### src/rtl/pcs_pkg.sv
package pcs_pkg;

   // action chosen for the current cycle
   typedef enum logic [2:0] {
      PA_HOLD = 3'd0,
      PA_STEP = 3'd1,
      PA_JUMP = 3'd2,
      PA_CALL = 3'd3,
      PA_RET  = 3'd4,
      PA_IRQ  = 3'd5
   } pc_act_e;

   function automatic logic act_pushes(input pc_act_e a);
      return (a == PA_CALL) || (a == PA_IRQ);
   endfunction

   function automatic logic act_pops(input pc_act_e a);
      return (a == PA_RET);
   endfunction

endpackage

### src/rtl/pcs_arbiter.sv
module pcs_arbiter
   import pcs_pkg::*;
(
   input  logic    adv,
   input  logic    jmp,
   input  logic    call,
   input  logic    ret,
   input  logic    irq_take,
   output pc_act_e act,
   output logic    push,
   output logic    pop
);

   // fixed priority: interrupt, return, call, jump, step
   always_comb begin
      if (irq_take)  act = PA_IRQ;
      else if (ret)  act = PA_RET;
      else if (call) act = PA_CALL;
      else if (jmp)  act = PA_JUMP;
      else if (adv)  act = PA_STEP;
      else           act = PA_HOLD;
   end

   assign push = act_pushes(act);
   assign pop  = act_pops(act);

endmodule

### src/rtl/pcs_ret_stack.sv
module pcs_ret_stack #(
   parameter int DEPTH = 8,
   parameter int DW    = 13
) (
   input  logic          clk,
   input  logic          rst_n,
   input  logic          push,
   input  logic          pop,
   input  logic [DW-1:0] push_data,
   output logic [DW-1:0] pop_data
);

   localparam int SP_W = (DEPTH > 1) ? $clog2(DEPTH) : 1;

   generate
      if (DEPTH < 2 || DEPTH != (1 << SP_W)) begin : g_bad_depth
         $error("pcs_ret_stack: DEPTH must be a power of two of at least 2");
      end
   endgenerate

   logic [SP_W-1:0] sp;
   logic [SP_W-1:0] sp_dn;
   logic [DW-1:0]   slot [DEPTH];

   assign sp_dn    = sp - SP_W'(1);
   assign pop_data = slot[sp_dn];

   always_ff @(posedge clk or negedge rst_n) begin
      if (!rst_n)    sp <= '0;
      else if (push) sp <= sp + SP_W'(1);
      else if (pop)  sp <= sp_dn;
   end

   // one register per slot; the write pointer wraps so the oldest entry is reused
   for (genvar g = 0; g < DEPTH; g++) begin : g_slot
      always_ff @(posedge clk or negedge rst_n) begin
         if (!rst_n)
            slot[g] <= '0;
         else if (push && (sp == SP_W'(g)))
            slot[g] <= push_data;
      end
   end

   // a push advances the pointer and stores the data
   a_r5_push_step: assert property (@(posedge clk) disable iff (!rst_n)
      push |=> (sp == $past(sp) + SP_W'(1)));

   a_r5_push_stored: assert property (@(posedge clk) disable iff (!rst_n)
      push |=> (slot[$past(sp)] == $past(push_data)));

   // a pop steps the pointer back, wrapping below slot 0
   a_r6_pop_step: assert property (@(posedge clk) disable iff (!rst_n)
      (pop && !push) |=> (sp == $past(sp) - SP_W'(1)));

endmodule

### src/rtl/pcs_fold.sv
module pcs_fold #(
   parameter int PC_W      = 13,
   parameter int MEM_WORDS = 512
) (
   input  logic [PC_W-1:0] pc,
   output logic [PC_W-1:0] addr
);

   localparam int AW = $clog2(MEM_WORDS);
   localparam logic [PC_W-1:0] MASK = PC_W'(MEM_WORDS - 1);

   generate
      if (MEM_WORDS < 2 || MEM_WORDS != (1 << AW) || AW > PC_W) begin : g_bad_size
         $error("pcs_fold: MEM_WORDS must be a power of two no larger than 2**PC_W");
      end
      if (AW == PC_W) begin : g_full
         assign addr = pc;
      end else begin : g_wrap
         assign addr = pc & MASK;
      end
   endgenerate

endmodule

### src/rtl/pcs_core.sv
module pcs_core
   import pcs_pkg::*;
#(
   parameter int PC_W      = 13,
   parameter int MEM_WORDS = 512,
   parameter int DEPTH     = 8,
   parameter int LIT_W     = 8,
   parameter int RESET_VEC = 0,
   parameter int IRQ_VEC   = 4
) (
   input  logic             clk,
   input  logic             rst_n,
   input  logic             adv,
   input  logic             jmp,
   input  logic             call,
   input  logic             ret,
   input  logic             lit_en,
   input  logic             irq_take,
   input  logic [PC_W-1:0]  target,
   input  logic [LIT_W-1:0] lit_in,
   output logic [PC_W-1:0]  fetch_addr,
   output logic [LIT_W-1:0] lit_out,
   output logic             lit_load
);

   localparam logic [PC_W-1:0] RST_PC = PC_W'(RESET_VEC);
   localparam logic [PC_W-1:0] IRQ_PC = PC_W'(IRQ_VEC);

   generate
      if (RESET_VEC == IRQ_VEC) begin : g_bad_vec
         $error("pcs_core: reset and interrupt vectors must differ");
      end
   endgenerate

   pc_act_e         act;
   logic            push;
   logic            pop;
   logic [PC_W-1:0] pc;
   logic [PC_W-1:0] pc_inc;
   logic [PC_W-1:0] pc_nxt;
   logic [PC_W-1:0] push_data;
   logic [PC_W-1:0] pop_data;

   pcs_arbiter u_arb (
      .adv      (adv),
      .jmp      (jmp),
      .call     (call),
      .ret      (ret),
      .irq_take (irq_take),
      .act      (act),
      .push     (push),
      .pop      (pop)
   );

   // an interrupt saves the instruction it displaced, a call saves its successor
   assign pc_inc    = pc + PC_W'(1);
   assign push_data = (act == PA_IRQ) ? pc : pc_inc;

   pcs_ret_stack #(.DEPTH(DEPTH), .DW(PC_W)) u_stk (
      .clk       (clk),
      .rst_n     (rst_n),
      .push      (push),
      .pop       (pop),
      .push_data (push_data),
      .pop_data  (pop_data)
   );

   always_comb begin
      unique case (act)
         PA_IRQ:           pc_nxt = IRQ_PC;
         PA_RET:           pc_nxt = pop_data;
         PA_CALL, PA_JUMP: pc_nxt = target;
         PA_STEP:          pc_nxt = pc_inc;
         default:          pc_nxt = pc;
      endcase
   end

   always_ff @(posedge clk or negedge rst_n) begin
      if (!rst_n) pc <= RST_PC;
      else        pc <= pc_nxt;
   end

   always_ff @(posedge clk or negedge rst_n) begin
      if (!rst_n) begin
         lit_out  <= '0;
         lit_load <= 1'b0;
      end else begin
         lit_load <= (act == PA_RET) && lit_en;
         if ((act == PA_RET) && lit_en) lit_out <= lit_in;
      end
   end

   pcs_fold #(.PC_W(PC_W), .MEM_WORDS(MEM_WORDS)) u_fold (
      .pc   (pc),
      .addr (fetch_addr)
   );

   // a taken interrupt lands on its vector
   a_r8_irq_vector: assert property (@(posedge clk) disable iff (!rst_n)
      irq_take |=> (pc == IRQ_PC));

   // a return beats a simultaneous call and takes the stacked address
   a_r9_ret_over_call: assert property (@(posedge clk) disable iff (!rst_n)
      (ret && call && !irq_take) |=> (pc == $past(pop_data)));

   // a lone jump loads the target
   a_r4_jump_target: assert property (@(posedge clk) disable iff (!rst_n)
      (jmp && !call && !ret && !irq_take) |=> (pc == $past(target)));

   // no strobe leaves the PC alone
   a_r3_hold: assert property (@(posedge clk) disable iff (!rst_n)
      !(adv || jmp || call || ret || irq_take) |=> $stable(pc));

   // a literal return refreshes the side output for one cycle
   a_r10_lit_capture: assert property (@(posedge clk) disable iff (!rst_n)
      (ret && lit_en && !irq_take) |=> (lit_load && lit_out == $past(lit_in)));

   a_r10_lit_hold: assert property (@(posedge clk) disable iff (!rst_n)
      !(ret && lit_en && !irq_take) |=> (!lit_load && $stable(lit_out)));

endmodule

### config.mk
export PLATFORM = sky130hd
export DESIGN_NAME = pcs_core
export DESIGN_NICKNAME = d
export VERILOG_FILES = /design/src/rtl/pcs_pkg.sv /design/src/rtl/pcs_arbiter.sv /design/src/rtl/pcs_ret_stack.sv /design/src/rtl/pcs_fold.sv /design/src/rtl/pcs_core.sv
export SDC_FILE = /design/constraint.sdc
export NUM_CORES = 1
export LEC_CHECK = 0
export ABC_AREA = 0
export BUFFER_PORTS_ARGS = -buffer_cell sky130_fd_sc_hd__buf_4
export CAP_MARGIN = 20
export CORE_AREA = 2 2 137 139
export DETAILED_ROUTE_END_ITERATION = 10
export DIE_AREA = 0 0 139 141
export GPL_ROUTABILITY_DRIVEN = 1
export PLACE_DENSITY = 0.39
export SYNTH_ARGS = -nofsm -noshare
export SYNTH_HDL_FRONTEND = slang
export SYNTH_SLANG_ARGS = --single-unit
### constraint.sdc
create_clock -name clk -period 2.75 [get_ports clk]
set_clock_uncertainty 0.2 [all_clocks]
set_input_delay 0.1375 -clock clk [delete_from_list [all_inputs] [get_ports clk]]
set_output_delay 0.1375 -clock clk [all_outputs]
set_load 0.02 [all_outputs]
**Word-level counts from Yosys, hierarchy flattened**

Index checks and enable logic that the tools add are counted.

- Output and inout bits: 22
- Input bits: 29
- Register bits: 129

- $lt $le $gt $ge: 1
- Equal/unequal tests: 12
- Reduce and logical (&&, ||, !) cells: 14
- $add $sub $neg: 3
- Mux-type cells: 12
- Bitwise logic cells: 1

Operators with widths:

| operator | count |
|---|---|
| one-hot mux 13 bit (4 select lines) | 1 |
| binary-select mux 13 bit (select 3 bit) | 1 |
| two-way mux 13 bit | 3 |
| equality test 3 bit, second input constant | 6 |
| two-way mux 3 bit | 6 |
| adder 13 x 1 -> 13 bit, second input constant | 1 |
| equality test 3 x 2 -> 1 bit, second input constant | 4 |
| logical AND 1 bit | 9 |
| equality test 3 x 1 -> 1 bit, second input constant | 2 |
| greater-or-equal comparator 4 bit, second input constant | 1 |
| inverter 3 -> 4 bit | 1 |
| nonzero test 4 bit | 1 |
| adder 3 x 1 -> 3 bit, second input constant | 1 |
| zero test 3 bit | 1 |
| subtractor 3 x 1 -> 3 bit, second input constant | 1 |
| nonzero test 2 bit | 1 |
| OR reduction 2 bit | 1 |
| logical OR 1 bit | 1 |
| two-way mux 1 bit | 1 |

**Depth between registers and ports, before layout**

Gate-level depths: netlist of run 1.

- Depth after elaboration: 8
- Gate-level depth with buffers: 8
- Depth with buffers taken out: 6

**Cells and area by module**

From an unflattened synthesis of run 1, not the netlist that was laid out.

- Cells, all modules: 566
- Area total of the unflattened synthesis: 6819.0 µm²

Modules (own cells, without submodules):

| module | area each (µm²) | sequential area each (µm²) | cells each | instances |
|---|---|---|---|---|
| pcs_ret_stack | 5151.2 | 2677.6 | 383 | 1 |
| pcs_core | 1524.0 | 550.5 | 161 | 1 |
| pcs_fold | 101.3 | 0.0 | 14 | 1 |
| pcs_arbiter | 42.5 | 0.0 | 8 | 1 |

**Least setup slack after synthesis of run 1**

No wires, ideal clock.

- Path type: reg-to-reg
- From: register u_stk.sp[0]
- To: register pc[6]
- Path slack: 250 ps
- Cell stages (with the launch flop): 8
- Arrival time: 2157 ps
- Clock period less this slack: 2500 ps
- Required time: 2407 ps
- Buffers on the path: 2
- Cell sequence: dfrtp_1 > buf_2 > inv_1 > ha_1 > clkbuf_1 > mux4_2 > a222oi_1 > o211ai_1

- Word-level cells in the longest chain between the ends: 6

Ends and longest elaborated chain:

| item | line | RTL |
|---|---|---|
| start: declaration | pcs_ret_stack.sv:21 | `logic [SP_W-1:0] sp;` |
| start signal: assignment | pcs_ret_stack.sv:30 | `else if (push) sp <= sp + SP_W'(1);` |
| start signal: assignment | pcs_ret_stack.sv:31 | `else if (pop) sp <= sp_dn;` |
| subtractor 3 x 1 -> 3 bit | pcs_ret_stack.sv:25 | `assign sp_dn = sp - SP_W'(1);` |
| inverter 3 -> 4 bit (implied by the code) | pcs_ret_stack.sv:26 | `assign pop_data = slot[sp_dn];` |
| binary-select mux 13 bit (select 3 bit) | pcs_ret_stack.sv:26 |  |
| two-way mux 13 bit (implied by the code) (2 in a row) | pcs_ret_stack.sv:26 |  |
| one-hot mux 13 bit (4 select lines) | pcs_core.sv:69 | `unique case (act)` |
| end signal: assignment | pcs_core.sv:80 | `else pc <= pc_nxt;` |
| end: declaration | pcs_core.sv:38 | `logic [PC_W-1:0] pc;` |

No other way between the ends. The select of a mux whose other input is x is not followed.
A chain may end at the register's enable or synchronous reset.

**Worst setup path after layout of run 1**

- From: register u_stk.sp[1]
- To: register pc[8]

The elaborated chain is that of the path after synthesis.

==> run summary, run 1 <==
Mean post-synth cell area = 11.0 um^2
Cell Area, Synth = 4470 um^2
First-pass GRT wire length = 18400 um
Final setup viols = 0
Sequential area share after synthesis = 52.0%
Input/output buffers = 42
PnR worst setup slack = 0.478 ns
Deepest clock path buffer count = 2
H-tree depth = 3
Hold_ws = 0.0198 ns
Syn-to-layout area delta = 23.0%
Gate count after technology mapping = 405
RSZ-0062 raised after global routing = false
Post-route ant nets = 0
Status = finished, final reports clean
# IOs = 51
Vias per std cell = 4.45
Rows = 50
Cell family with most CP delay = simple AND/OR/NAND/NOR gates
CP max stage delay = 0.74 ns
CP Max Fanout = 9
CP arrival = 2.33 ns
# diodes = 0
Crit share post-route = 82.6%
Worst Setup Start Kind = register
Largest net degree at the start of global routing = 48
#FFs+latches synth = 93
Crit end category = register
Buf+Inv Stages, Crit Path = 1
Die ar. = 19600 um^2
Initial antenna violation count = 0
PwrDens = 987 nW/um^2
Most frequent cell after synthesis = dfrtp_1
Vias post-DR = 3123
Slew @ Worst Pin = 0.944 ns
Post-synth EDFFs = 0
Yosys warning count = 0
CTS root buffer = clkbuf_16
Cell-by-cell trace of the critical path = inv_1 > ha_1 > xnor2_1 > nor2b_1 > a222oi_1 > o211ai_1
Min Tclk post-route = 2.27 ns
Top-area cell type share of the netlist area = 52.0%
Clock Latency Late Sink = 0.34 ns
CTS buffer count = 9
Number of global-route vias before repair = 3197
Clk slew on worst S/H paths = 0.07 ns
Clock sink count = 93
Starting Density = 24.5%
Slew headroom = 36.9%
Yosys cell types = 37
MaxCap Viol Count = 0
DP HPWL = 7740 um
DR WL/cell = 16.3 um
Final GP Congestion = 0.711
Worst Path Required = 2.81 ns
DRC viols = 0
CP max-delay cell = nor2b_1
Worst hold path class = in -> reg
Post-synthesis async set-or-reset flop share = 100%
Floorplan core area = 18300 um^2
Max-slew violations = 0
DR iter-0 viols = 167
Crit Path Category = reg -> reg
Total negative slack = 0 ns
CTS tree = yes
Placement Setup Slack = 0.492 ns
GRT overflow = 0
Main synth FF type = dfrtp_1
Area contributors post-synth = dfrtp_1 52%, mux4_2 9.1%, o21ai_0 8.4%
Worst reg-to-reg setup slack = 0.48 ns
Max Fclk = 440 MHz
Total GRT Usage = 12.2%
Die X-Extent = 139 um
Worst VDD drop = 0.479 mV
DR pass1 iterations = 6
Post-layout nets = 500
Leak Pwr = 0.00235 uW
DRT Wirelength = 11500 um
Endpoints failing hold = 0
Synth area leader = dfrtp_1
Layout cells sized above 1 = 22.9%
Die H = 141 um
Commonest cells post-synth = 93 x dfrtp_1, 87 x nand2_1, 75 x o21ai_0
layout make-up:
cell class | instances | area (um^2)
repair buffers | 73 | 613
clock buffers | 11 | 243
multi-input cells | 282 | 1970
well taps | 234 | 293
fillers | 1934 | 12800
inverters | 4 | 15.0
flip-flops and latches | 93 | 2330
clock inverters | 5 | 42.5
worst reg2reg max path: cells and delay by family, from the launching register on:
family          cells  cell delay, ns
simple gates        1            0.74
flops               1            0.41
compound gates      2            0.36
fa+ha+maj           1            0.23
xor+xnor            1            0.14
buf+inv             1            0.11
state kept, by name (all words and copies together) (netlist names):
register and flops:
lit_out 8, u_stk.sp 3, u_stk.slot 72, pc 9, lit_load 1
final timing paths:
path	startpoint	to	cells past startpoint
hold / removal	lit_en	lit_load$_DFF_PN0_	3
setup / recovery	u_stk.sp[1]$_DFFE_PN0P_	pc[8]$_DFFE_PN0P_	6
setup reg to reg	u_stk.sp[1]$_DFFE_PN0P_	pc[8]$_DFFE_PN0P_	6
min in group asynchronous	rst_n	u_stk.slot[69]$_DFFE_PN0P_	2
max in group asynchronous	rst_n	u_stk.sp[1]$_DFFE_PN0P_	3
hold reg to reg	u_stk.slot[13]$_DFFE_PN0P_	u_stk.slot[13]$_DFFE_PN0P_	2
placed cells by master, fill, tap and decap left out, types with 2 or more instances in the layout:
cell	count
o211ai_1	6
nand3_1	3
nand2_1	87
dlygate4sd3_1	21
dfrtp_1	93
xnor2_1	13
a21oi_1	2
o21ai_2	2
conb_1	4
o21ai_0	75
inv_6	3
clkbuf_16	9
o211ai_2	6
nor2_1	8
a22oi_1	7
xor2_1	5
a211oi_1	2
mux2_2	8
inv_1	4
nand4_1	3
mux4_2	18
nor2b_1	4
buf_4	51
a222oi_1	4
ha_1	8
nor3_1	4
nor4_2	2
mux2i_1	3
metrics by stage:
step	instance area [um^2]	utilization (%)	cells	total power [uW]
2_1_floorplan	4480	-	408	3610
3_5_place_dp	5000	27.4	665	4270
3_3_place_gp	5000	27.4	665	4230
5_1_grt	5500	30.1	702	5850
6_report	5500	30.1	702	5430
4_1_cts	5500	30.1	702	5530
what timing repair did:
item	CTS	global route
setup endpoints to repair	0	0
endpoints found under the hold margin	65	0
gates resized for setup	0	0
buffers inserted	0	0
hold buffers	21	0
power breakdown:
group / internal (uW) / leakage, uW / switching [uW]
sequential: 1870 / 0.00122 / 348
clock: 650 / 0.000137 / 545
combinational: 911 / 0.000994 / 1110
total: 3430 / 0.00235 / 2010
logic make-up (layout without fill, tap and decap cells):
family	Yosys count	after routing	share of synthesized area, %
xor+xnor	18	18	3.52
other cells	1	4	0.0838
mux	29	29	11.7
buf+inv	33	93	4.25
simple gates	117	117	11.7
fa+ha+maj	8	8	2.24
flops	93	93	52.0
compound gates	106	106	14.4
layer usage:
metal / track usage, % / share of wire [%]
met1: 17.6 / 50
met2: 19.2 / 47
met3: 1.77 / 2.2
met4: 3.67 / 0.73
met5: 0 / 0
Note: power is estimated with default switching activity, not from simulation.
==> run 2, diff against run 1 <==
PLACE_DENSITY = 0.41   (was 0.39)
clock period = 2 ns   (was 2.75 ns; I/O delays follow)
==> run summary, run 2 (same netlist as run 1, synthesis figures left out) <==
Status = finished, final reports clean
Layout Cells excl Fill = 735 (+4.7%)
Vias per std cell = 4.47 (+0.40%)
Most common cell after layout, fill and taps aside = dfrtp_1
DR iter-0 viols = 243 (+46%)
Crit share post-route = 98.0% (+15 points)
CTS buffer count = 9 (unchanged)
Reg2reg end = pc[6]$_DFFE_PN0P_
Placed Instance Area = 5230 um^2 (+4.4%)
CP arrival = 1.98 ns (-0.35 ns)
Slew headroom = 57.9% (+21 points)
Floorplan core area = 18300 um^2 (unchanged)
DR WL/cell = 16.7 um (+2.4%)
Total GRT Usage = 13.2% (+0.97 points)
Clock Latency Late Sink = 0.35 ns (about the same)
Min Tclk post-route = 1.96 ns (-0.312 ns)
Leak Pwr = 0.00252 uW (+7.3%)
Die H = 141 um (unchanged)
CTS tree = yes
Input/output buffers = 42 (unchanged)
R2R depth = 4 (-2)
CP Max Fanout = 9 (unchanged)
Worst hold path class = in -> async
Final setup viols = 0 (unchanged)
Worst Setup Start Kind = register
R2R Path Start = u_stk.sp[0]$_DFFE_PN0P_
RSZ-0062 raised after global routing = true
Worst VDD drop = 0.490 mV (+2.2%)
Deepest clock path buffer count = 2 (unchanged)
Filler cell count = 1896 (-2.0%)
Endpoints failing hold = 0 (unchanged)
Clk slew on worst S/H paths = 0.07 ns (about the same)
PnR worst setup slack = 0.0403 ns (-0.438 ns)
Final GP Congestion = 0.787 (+11%)
DRT Wirelength = 12300 um (+7.2%)
Post-route ant nets = 0 (unchanged)
Clock sink count = 93 (unchanged)
Rows = 50 (unchanged)
PwrDens = 1390 nW/um^2 (+40%)
H-tree depth = 3 (unchanged)
Layout cells sized above 1 = 29.5% (+6.7 points)
Crit Path Category = reg -> reg
Syn-to-layout area delta = 30.7%
DP HPWL = 8270 um (+6.9%)
Crit end category = register
Vias post-DR = 3283 (+5.1%)
# IOs = 51 (unchanged)
Placed cell count = 691 (+3.9%)
Initial antenna violation count = 0 (unchanged)
Slew @ Worst Pin = 0.629 ns (-0.315 ns)
# diodes = 0 (unchanged)
CTS root buffer = clkbuf_16
Largest Register = u_stk.slot
Starting Density = 24.5% (unchanged)
Max Fclk = 510 MHz (+16%)
Total power = 8110 uW (+49%)
Design area = 5850 um^2 (+6.3%)
MaxCap Viol Count = 0 (unchanged)
Die ar. = 19600 um^2 (unchanged)
GRT overflow = 0 (unchanged)
Worst reg-to-reg setup slack = 0.04 ns (-0.44 ns)
Placement Setup Slack = -0.0381 ns (-0.530 ns)
First-pass GRT wire length = 19800 um (+8.0%)
Die X-Extent = 139 um (unchanged)
Largest registers = u_stk.slot (72), pc (9), lit_out (8)
DR pass1 iterations = 4 (-2)
Max-slew violations = 0 (unchanged)
Largest net degree at the start of global routing = 47 (-2.1%)
Most frequent cells in the layout = 92 x dfrtp_1, 87 x nand2_1, 77 x buf_4
Number of global-route vias before repair = 3395 (+6.2%)
Post-layout nets = 533 (+6.6%)
Max reg flops = 72 (unchanged)
Worst Path Required = 2.02 ns (-0.79 ns)
DRC viols = 0 (unchanged)
-- run 2: cell count changes in the layout (fill, tap and decap cells not counted), moves of 2 or more --
| cell | change |
|---|---|
| buf_4 | +26 |
| a22oi_1 | -3 |
| a22oi_2 | +3 |
| dlygate4sd3_1 | +3 |
| buf_8 | +2 |
-- run 2: layout make-up --
type | count | area [um^2] | share of cell area (%)
Sequential cell | 93 | 2330 | 39.8
Multi-Input combinational cell | 282 | 2030 | 34.8
Timing Repair Buffer | 106 | 900 | 15.4
Tap cell | 234 | 293 | 5.01
Clock buffer | 10 | 229 | 3.92
Clock inverter | 6 | 46.3 | 0.792
Inverter | 4 | 17.5 | 0.300
-- run 2: how the worst max path moves through the flow --
stage / startpoint / endpoint / slack (ns) / cells after the start
finish: u_stk.sp[0]$_DFFE_PN0P_ / pc[6]$_DFFE_PN0P_ / 0.04 / 4
global route: u_stk.sp[0]$_DFFE_PN0P_ / pc[6]$_DFFE_PN0P_ / -0.04 / 4
CTS: u_stk.sp[0]$_DFFE_PN0P_ / pc[2]$_DFFE_PN0P_ / 0.003 / 7
detailed placement: u_stk.sp[0]$_DFFE_PN0P_ / pc[3]$_DFFE_PN0P_ / -0.04 / 6
global placement: u_stk.sp[0]$_DFFE_PN0P_ / pc[3]$_DFFE_PN0P_ / -0.02 / 6
floorplan: u_stk.sp[0]$_DFFE_PN0P_ / pc[6]$_DFFE_PN0P_ / -0.04 / 7
-- run 2: timing repair --
| action | CTS | global route |
|---|---|---|
| endpoints found under the setup margin | 3 | 34 |
| endpoints found under the hold margin | 114 | 0 |
| hold buffers | 24 | 0 |
| buffers inserted | 3 | 1 |
| resized for setup | 4 | 12 |
| pin swaps | 1 | 5 |
-- run 2: critical path, stage by stage (launching register included) --
cell      delay (ns)
dfrtp_2         0.42
buf_4           0.26
mux4_2          0.53
a222oi_1        0.29
o211ai_1        0.13
-- run 2: report_power, final --
part / internal, uW / leakage, uW / switching [uW]
Combinational: 1700 / 0.00117 / 1810
Clock: 855 / 0.000130 / 771
Sequential: 2570 / 0.00121 / 413
Total: 5120 / 0.00252 / 2990
-- run 2: metal layers --
metal	track usage [%]	vias up	routed length [um]
met5	0	-	0
met4	4.63	0	182
met3	1.46	12	443
li1	-	1605	-
met1	19.0	1613	6060
met2	20.6	53	5610
-- run 2: through the flow --
step,TNS [ns],utilization (%),hold WS [ns]
after floorplan,-0.115,-,-0.396
final,0,32.0,0.0330
after global placement,-0.0192,28.6,-0.133
after CTS,0,31.6,0.0432
after global routing,-0.0988,32.0,0.0708
after detailed placement,-0.0529,28.6,-0.128
==> run 3, diff against run 2 <==
REMOVE_ABC_BUFFERS = 1   (was not set)
==> run summary, run 3 (same netlist as run 1, synthesis figures left out) <==
Status = finished with violations
Failing checks = hold timing
CP max-delay cell = dfrtp_1
Most common cell after layout, fill and taps aside = dfrtp_1
Logic pwr share = 41.4% (-1.8 points)
Initial antenna violation count = 0 (unchanged)
PnR worst setup slack = 0.0239 ns (-0.0164 ns)
Deepest clock path buffer count = 2 (unchanged)
Floorplan core area = 18300 um^2 (unchanged)
Internal = 5220 uW (+1.9%)
DR WL/cell = 16.6 um (-0.80%)
Cell family with most CP delay = compound AO/OA/AOI/OAI gates
Worst Setup Start Kind = register
# diodes = 0 (unchanged)
Max reg flops = 72 (unchanged)
Largest registers = u_stk.slot (72), pc (9), lit_out (8)
RSZ-0062 raised after global routing = true
Hold_ws = -0.00664 ns (-0.0396 ns)
Syn-to-layout area delta = 31.2%
Met3 routed WL = 312 um (-30%)
Core Util, Final = 32.1% (+0.10 points)
DP HPWL = 8390 um (+1.4%)
Vias per std cell = 4.55 (+1.8%)
Clk slew on worst S/H paths = 0.07 ns (about the same)
Endpoints failing hold = 1 (+1)
CTS buffer count = 9 (unchanged)
Rows = 50 (unchanged)
Crit Path Category = reg -> reg
DRT Wirelength = 12100 um (-1.7%)
Largest net degree at the start of global routing = 42 (-11%)
Min Tclk post-route = 1.98 ns (+0.0164 ns)
Post-layout nets = 526 (-1.3%)
Post-route ant nets = 0 (unchanged)
Seq pwr share = 36.4% (-0.3 points)
Die X-Extent = 139 um (unchanged)
Max-slew violations = 0 (unchanged)
Switch share = 36.3% (-0.56 points)
Die H = 141 um (unchanged)
DR top layer = met4
Clock Latency Late Sink = 0.35 ns (about the same)
CP Max Fanout = 6 (-3)
Most frequent cells in the layout = 93 x dfrtp_1, 87 x nand2_1, 75 x o21ai_0
Worst hold path class = in -> reg
Input/output buffers = 42 (unchanged)
Worst Path Required = 2.01 ns (about the same)
Wl on met1 = 5560 um (-8.3%)
PwrDens = 1400 nW/um^2 (+0.71%)
# IOs = 51 (unchanged)
CTS root buffer = clkbuf_16
Largest Register = u_stk.slot
Final GP Congestion = 0.793 (+0.70%)
Clock sink count = 93 (unchanged)
Slew headroom = 39.9% (-18 points)
GRT overflow = 0 (unchanged)
Sw Pwr = 2980 uW (-0.49%)
Final setup viols = 0 (unchanged)
Vias post-DR = 3310 (+0.82%)
Clock Power Share = 22.2% (+2.1 points)
CTS tree = yes
Buf+Inv Stages, Crit Path = 2 (+1)
Slew @ Worst Pin = 0.899 ns (+0.269 ns)
MaxCap Viol Count = 0 (unchanged)
H-tree depth = 3 (unchanged)
Layout cells sized above 1 = 28.3% (-1.2 points)
First-pass GRT wire length = 19300 um (-2.6%)
Crit share post-route = 98.8% (+0.82 points)
Starting Density = 24.5% (unchanged)
CP arrival = 1.99 ns (about the same)
Placement Setup Slack = -0.0997 ns (-0.0616 ns)
Leak Pwr = 0.00254 uW (+0.79%)
Number of global-route vias before repair = 3384 (-0.32%)
Max Fclk = 506 MHz (-0.83%)
Filler cell count = 1865 (-1.6%)
Met2 wire length = 6030 um (+7.5%)
Crit end category = register
Cell-by-cell trace of the critical path = inv_1 > ha_4 > buf_6 > mux4_2 > a222oi_1 > o211ai_1
CP max stage delay = 0.38 ns (-0.15 ns)
Die ar. = 19600 um^2 (unchanged)
Worst VDD drop = 0.617 mV (+26%)
DR iter-0 viols = 187 (-23%)
Total GRT Usage = 12.8% (-0.43 points)
DR pass1 iterations = 4 (unchanged)
DRC viols = 0 (unchanged)
## run 3: cell count changes in the layout (fill, tap and decap cells not counted), sizes merged
cell / change
clkinvlp: -1
buf: -7
clkinv: -1
bufinv: +1
inv: +1
## run 3: path summary, 6_finish.rpt
check                                                start                    endpoint  slack, ns  depth (start not counted)
min in group asynchronous                            rst_n  u_stk.slot[99]$_DFFE_PN0P_       0.01                          2
worst max register to register     u_stk.sp[1]$_DFFE_PN0P_           pc[8]$_DFFE_PN0P_       0.02                          6
max in group asynchronous                            rst_n      lit_out[0]$_DFFE_PN0P_       1.02                          3
worst min-delay path                                   ret     u_stk.sp[2]$_DFFE_PN0P_     -0.007                          3
worst max-delay path               u_stk.sp[1]$_DFFE_PN0P_           pc[8]$_DFFE_PN0P_       0.02                          6
worst min register to register  u_stk.slot[43]$_DFFE_PN0P_  u_stk.slot[43]$_DFFE_PN0P_       0.28                          2
## run 3: repair_timing
action | CTS | global route
gates resized for setup | 1 | 14
setup endpoints to repair | 9 | 18
hold endpoints to repair | 112 | 0
buffers inserted | 0 | 1
cloned | 0 | 0
hold buffers | 24 | 0
pin swaps | 0 | 4
## run 3: metrics by stage
stage | hold WS [ns] | total power (uW) | cell area, um^2 | TNS, ns | instances
global route | 0.00801 | 8760 | 5870 | -0.129 | 728
global placement | -0.155 | 6160 | 5230 | -0.126 | 687
finish | -0.00664 | 8200 | 5870 | 0 | 728
detailed placement | -0.155 | 6230 | 5230 | -0.337 | 687
floorplan | -0.396 | 4820 | 4310 | -17.59 | 379
CTS | -0.0155 | 8140 | 5790 | -0.0760 | 727
## run 3: tightest hold or removal path, stage by stage
cell and delay, ns:
buf_4 0.14, a31oi_1 0.09, o21a_1 0.17
## run 3: cell type report
cell class	count	area, um^2	share of cell area, %
clock buffers	10	239	4.07
multi-input cells	282	2020	34.5
repair buffers	99	893	15.2
well taps	234	293	4.99
inverters	4	15.0	0.256
clock inverters	6	75.1	1.28
flip-flops and latches	93	2330	39.7
## run 3: power by group through the flow
stage | logic [uW] | registers, uW | clock network [uW]
2_1_floorplan | 1700 | 3120 | 0
3_3_place_gp | 3180 | 2990 | 0
3_5_place_dp | 3220 | 3010 | 0
4_1_cts | 3270 | 2970 | 1890
5_1_grt | 3740 | 3070 | 1950
6_report | 3390 | 2980 | 1820
## run 3: routing by layer
layer  vias up  global-route usage [%]
met5         -                       0
met4         0                    4.84
met3        12                    1.73
met2        55                    21.7
met1      1643                    16.7
li1       1600                       -
